--- config.mk ---
export PLATFORM = sky130hd
export DESIGN_NAME = wdt_core
export DESIGN_NICKNAME = d
export VERILOG_FILES = /design/src/rtl/wdt_pkg.sv /design/src/rtl/wdt_prescaler.sv /design/src/rtl/wdt_ctrl_reg.sv /design/src/rtl/wdt_rst_pulse.sv /design/src/rtl/wdt_core.sv
export SDC_FILE = /design/constraint.sdc
export NUM_CORES = 1
export LEC_CHECK = 0
export ABC_AREA = 0
export BUFFER_PORTS_ARGS = -buffer_cell sky130_fd_sc_hd__buf_2
export CORE_MARGIN = 5
export CORE_UTILIZATION = 58
export CTS_BUF_LIST = sky130_fd_sc_hd__clkbuf_16
export DETAILED_ROUTE_END_ITERATION = 7
export GPL_TIMING_DRIVEN = 0
export PLACE_DENSITY_LB_ADDON = 0.12
export SLEW_MARGIN = 5
export SYNTH_ARGS = -nofsm -noshare
export SYNTH_HDL_FRONTEND = slang
export SYNTH_SLANG_ARGS = --single-unit
--- constraint.sdc ---
create_clock -name clk -period 4.3 [get_ports clk]
set_clock_uncertainty 0.2 [all_clocks]
set_input_delay 0.645 -clock clk [delete_from_list [all_inputs] [get_ports clk]]
set_output_delay 0.645 -clock clk [all_outputs]
set_load 0.02 [all_outputs]
--- src/rtl/wdt_pkg.sv ---
package wdt_pkg;

    localparam int CNT_W = 7;
    localparam int REG_W = CNT_W + 1;
    localparam logic [CNT_W-1:0] CNT_RESET = '1;

    typedef struct packed {
        logic             active;
        logic [CNT_W-1:0] count;
    } wdt_ctrl_t;

    function automatic logic [REG_W-1:0] pack_ctrl(wdt_ctrl_t c);
        return {c.active, c.count};
    endfunction

    function automatic logic msb_fell(logic [CNT_W-1:0] prev, logic [CNT_W-1:0] next);
        return prev[CNT_W-1] && !next[CNT_W-1];
    endfunction

endpackage

--- src/rtl/wdt_prescaler.sv ---
module wdt_prescaler #(
    parameter int PRESCALE = 12288
) (
    input  logic clk,
    input  logic rst,
    input  logic restart_i,
    output logic tick_o
);
    localparam int PW = (PRESCALE > 1) ? $clog2(PRESCALE) : 1;
    localparam logic [PW-1:0] LAST = PW'(PRESCALE - 1);

    logic [PW-1:0] div_q;

    assign tick_o = !restart_i && (div_q == LAST);

    always_ff @(posedge clk) begin
        if (rst || restart_i) begin
            div_q <= '0;
        end else if (div_q == LAST) begin
            div_q <= '0;
        end else begin
            div_q <= div_q + 1'b1;
        end
    end

    generate
        if (PRESCALE > 1) begin : g_spacing

            tick_spacing_chk: assert property (@(posedge clk) disable iff (rst)
                tick_o |=> !tick_o);
        end
    endgenerate

endmodule

--- src/rtl/wdt_ctrl_reg.sv ---
module wdt_ctrl_reg
    import wdt_pkg::*;
(
    input  logic             clk,
    input  logic             rst,
    input  logic             hw_mode_i,
    input  logic             wr_en_i,
    input  logic [REG_W-1:0] wr_data_i,
    input  logic             tick_i,
    output wdt_ctrl_t        ctrl_o,
    output logic             expire_o
);
    wdt_ctrl_t ctrl_q, ctrl_d;

    always_comb begin
        ctrl_d        = ctrl_q;
        ctrl_d.active = ctrl_q.active | hw_mode_i | (wr_en_i & wr_data_i[REG_W-1]);
        if (wr_en_i) begin
            ctrl_d.count = wr_data_i[CNT_W-1:0];
        end else if (tick_i) begin
            ctrl_d.count = ctrl_q.count - 1'b1;
        end
    end

    assign expire_o = ctrl_d.active && msb_fell(ctrl_q.count, ctrl_d.count);

    always_ff @(posedge clk) begin
        if (rst) begin
            ctrl_q.active <= hw_mode_i;
            ctrl_q.count  <= CNT_RESET;
        end else begin
            ctrl_q <= ctrl_d;
        end
    end

    assign ctrl_o = ctrl_q;


    active_sticky_chk: assert property (@(posedge clk) disable iff (rst)
        ctrl_q.active |=> ctrl_q.active);


    count_hold_chk: assert property (@(posedge clk) disable iff (rst)
        (!tick_i && !wr_en_i) |=> $stable(ctrl_q.count));


    write_load_chk: assert property (@(posedge clk) disable iff (rst)
        wr_en_i |=> ctrl_q.count == $past(wr_data_i[CNT_W-1:0]));

endmodule

--- src/rtl/wdt_rst_pulse.sv ---
module wdt_rst_pulse #(
    parameter int PULSE_CYCLES = 4
) (
    input  logic clk,
    input  logic rst,
    input  logic trigger_i,
    output logic rst_n_o
);
    localparam int LW = $clog2(PULSE_CYCLES + 1);
    localparam logic [LW-1:0] LOAD = LW'(PULSE_CYCLES);

    logic [LW-1:0] left_q;

    always_ff @(posedge clk) begin
        if (rst) begin
            left_q <= '0;
        end else if (left_q != '0) begin
            left_q <= left_q - 1'b1;
        end else if (trigger_i) begin
            left_q <= LOAD;
        end
    end

    assign rst_n_o = (left_q == '0);


    pulse_no_extend_chk: assert property (@(posedge clk) disable iff (rst)
        (left_q != '0) |=> left_q == $past(left_q) - 1'b1);

endmodule

--- src/rtl/wdt_core.sv ---
module wdt_core
    import wdt_pkg::*;
#(
    parameter int PRESCALE     = 12288,
    parameter int PULSE_CYCLES = 4
) (
    input  logic             clk,
    input  logic             rst,
    input  logic             wr_en_i,
    input  logic [REG_W-1:0] wr_data_i,
    output logic [REG_W-1:0] rd_data_o,
    input  logic             halt_req_i,
    input  logic             hw_mode_i,
    input  logic             halt_rst_en_i,
    output logic             wdt_rst_n_o
);
    logic      tick;
    logic      expire;
    logic      halt_kill;
    wdt_ctrl_t ctrl;

    wdt_prescaler #(.PRESCALE(PRESCALE)) u_div (
        .clk       (clk),
        .rst       (rst),
        .restart_i (wr_en_i),
        .tick_o    (tick)
    );

    wdt_ctrl_reg u_reg (
        .clk       (clk),
        .rst       (rst),
        .hw_mode_i (hw_mode_i),
        .wr_en_i   (wr_en_i),
        .wr_data_i (wr_data_i),
        .tick_i    (tick),
        .ctrl_o    (ctrl),
        .expire_o  (expire)
    );

    assign halt_kill = halt_rst_en_i && ctrl.active && halt_req_i;

    wdt_rst_pulse #(.PULSE_CYCLES(PULSE_CYCLES)) u_pulse (
        .clk       (clk),
        .rst       (rst),
        .trigger_i (expire || halt_kill),
        .rst_n_o   (wdt_rst_n_o)
    );

    assign rd_data_o = pack_ctrl(ctrl);


    no_reset_inactive_chk: assert property (@(posedge clk) disable iff (rst)
        $fell(wdt_rst_n_o) |-> rd_data_o[REG_W-1]);


    expire_reset_chk: assert property (@(posedge clk) disable iff (rst)
        (expire && wdt_rst_n_o) |=> !wdt_rst_n_o);


    halt_reset_chk: assert property (@(posedge clk) disable iff (rst)
        (halt_kill && wdt_rst_n_o) |=> !wdt_rst_n_o);

endmodule

==> flow_metrics.tcl <==
set metrics [dict create \
    status "complete, no violations" \
    post_cts_buffers 0 \
    ctsHoldBuffers 0 \
    cp.arrival_ns 2.00 \
    synth_most_common_cell "dfxtp_1" \
    async_flop_share_pct 0 \
    max_slew.worst_pin.slew_ns 0.4929 \
    netlist_top_cells_area "dfxtp_1 (39%), xor2_1 (6.9%), nor2_1 (5.9%)" \
    period_share_pct 48.19 \
    yosysTopAreaCell "dfxtp_1" \
    antenna_found_initial 0 \
    avgSynthCellArea_um2 8.819 \
    clk_latency_ns 0.26 \
    die_h_um 56.80 \
    synthFlopType "dfxtp_1" \
    hold_viol 0 \
    num_rows 17 \
    seqCellArea_um2 500.5 \
    wire_per_inst_um 14.16 \
    cp_max_fo 10 \
    r2r_slack_ns 2.23 \
    start_util_pct 59.11 \
    synth-seq-area-share_pct 39.41 \
    port_buffers 21 \
    cts_tree "yes" \
    synth_edf_count 0 \
    met2_usage_pct 31.52 \
    hold_class "reg2reg" \
    rr_worst_depth 7 \
    final_net_count 187 \
    dp_hpwl_mm 2.028 \
    diodes 0 \
    hold_end "u_div.div_q[0]" \
    hold_depth 1 \
    worstSetupPathType "reg2reg" \
    cts_buffer_depth 2 \
    fp.dieW_um 56.80 \
    grt_usage_pct 17.67 \
    synth_top_area_share_pct 39.41 \
    finalSetupViolCount 0 \
    ir_worst_vdd_mv 0.3107 \
    avgViaCountPerCell 5.787 \
    met3_usage_pct 4.138 \
    grt_pass1_vias 1112 \
    multi_input_area_um2 706.9 \
    fp.coreArea_mm2 0.002148 \
    fin_util_pct 69.48 \
    firstDrtPassIters 4 \
    yosys-top-cells-count "dfxtp_1 (25), nor2_1 (20), nor3b_1 (10), xor2_1 (10)" \
    syn_area_mm2 0.001270 \
    cts.clk_slew.worst_paths_ns 0.07 \
    power.total_mw 0.5894 \
    slew_headroom_pct 67.14 \
    max-cap-violations 0 \
    r2r-start "u_div.div_q[0]" \
    dieArea_mm2 0.003226 \
    finalCriticalPeriod_ns 2.072 \
    syn_nets 161 \
    clockRootBuffer "clkbuf_16" \
    htree_levels 1 \
    p_leak_nw 0.5924 \
    fmax_ghz 0.4826 \
    grt_max_degree 16 \
    vias 1140 \
    finalSetupTns_ns 0 \
    gp_congestion 0.7931 \
    r2r_end "u_reg.ctrl_o[6]" \
    clock-sinks 25 \
    overflow 0 \
    ys_warn_count 0 \
    end_kind "flip-flop" \
    syn2layout_area_growth_pct 17.54 \
    num-fill-cells 185 \
    finalWirelength_mm 2.789 \
    grtUsageMet1_pct 20.22 \
    synth_cell_type_count 37 \
    drtIter0Drc 34 \
    antenna_left 0 \
    ctsResizeCount 0 \
    rsz0062_at_grt "false" \
    hold_start "u_div.div_q[0]" \
    worst_slack_ns 2.228 \
    busiest_layer "met2" \
    cts_buffers 3 \
    critPathRequiredTime_ns 4.23 \
    start_kind "flip-flop" \
    remaining_drc_errors 0 \
    finalMaxSlewViolations 0 \
    io_pins 23 \
    drive_above_1_share_pct 18.34 \
    synth-seq-cells 25 \
    powerDensity_mw_per_mm2 394.9 \
    dp_slack_ns 2.040 \
    synth_cells 144 \
    grt_pass1_wl_mm 4.678 \
]
==> state kept, by name, summed over array words and instances (netlist names) <==
name and count:
u_div.div_q 14, u_pulse.left_q 3, u_reg.ctrl_o 8
==> power breakdown <==
| part | total, mW | switching (mW) | internal, mW | leakage (nW) |
|---|---|---|---|---|
| logic | 0.122 | 0.0674 | 0.0549 | 0.351 |
| clock network | 0.206 | 0.0801 | 0.126 | 0.0371 |
| registers | 0.261 | 0.0123 | 0.249 | 0.204 |
==> critical path: stages (launching register included) <==
cell	delay [ns]
dfxtp_1	0.34
ha_1	0.23
and3_1	0.14
buf_2	0.16
and4_1	0.16
buf_4	0.17
a2111oi_0	0.43
a311oi_1	0.10
==> kinds of logic after synthesis <==
family	Yosys count	synth area share (%)
xor gates and xnor gates	13	8.966
DFF	25	39.41
AOI/OAI and AO/OA	20	11.72
buffers and inverters	14	4.925
adders and majority gates	3	2.956
muxes	2	2.069
and+or+nand+nor	67	29.95
==> how the worst max path moves through the flow <==
stage                     from                end  slack [ns]  cells after the start
3_5_place_dp         hw_mode_i  u_pulse.left_q[2]        2.04                      5
4_1_cts        u_reg.ctrl_o[0]  u_pulse.left_q[2]        2.24                      5
2_1_floorplan  u_reg.ctrl_o[0]  u_pulse.left_q[2]        2.24                      5
6_report        u_div.div_q[0]    u_reg.ctrl_o[6]        2.23                      7
3_3_place_gp         hw_mode_i  u_pulse.left_q[2]        2.08                      5
5_1_grt         u_div.div_q[0]    u_reg.ctrl_o[5]        2.11                      7
==> stage by stage <==
stage	hold slack [ns]	std cells	cell area, um2
2_1_floorplan	0.2261	144	1270
3_3_place_gp	0.2437	193	1410
3_5_place_dp	0.2636	193	1410
4_1_cts	0.2786	197	1493
5_1_grt	0.3209	197	1493
6_report	0.2788	197	1493
==> per-layer routing <==
layer  vias to the layer above  wire length (um)
met5                         -                 0
met2                        28              1396
li1                        565                 -
met1                       543              1242
met3                         4               112
met4                         0                37
==> cell usage in the layout, fill, tap and decap left out, drive strengths merged, types with 2 or more instances in the layout <==
cell type  instances
mux2               2
and4               4
a2111oi            5
nor3               4
buf               26
nand2              5
dfxtp             25
o21bai             2
clkbuf             6
nor2              20
xnor2              3
a21oi              3
a311oi             2
nor3b             10
nand4              5
or3                2
inv                6
xor2              10
nand2b             2
nand3              5
ha                 3
and3               6
o21ai              2
==> layout make-up <==
| class | count | share of cell area (%) |
|---|---|---|
| Timing Repair Buffer | 21 | 7.041 |
| Buffer | 8 | 2.682 |
| Tap cell | 28 | 2.347 |
| Multi-Input combinational cell | 105 | 47.36 |
| Sequential cell | 25 | 33.53 |
| Inverter | 6 | 1.509 |
| Clock inverter | 1 | 0.5029 |
| Clock buffer | 3 | 5.029 |
No activity file was read; power rests on OpenSTA's default activity.
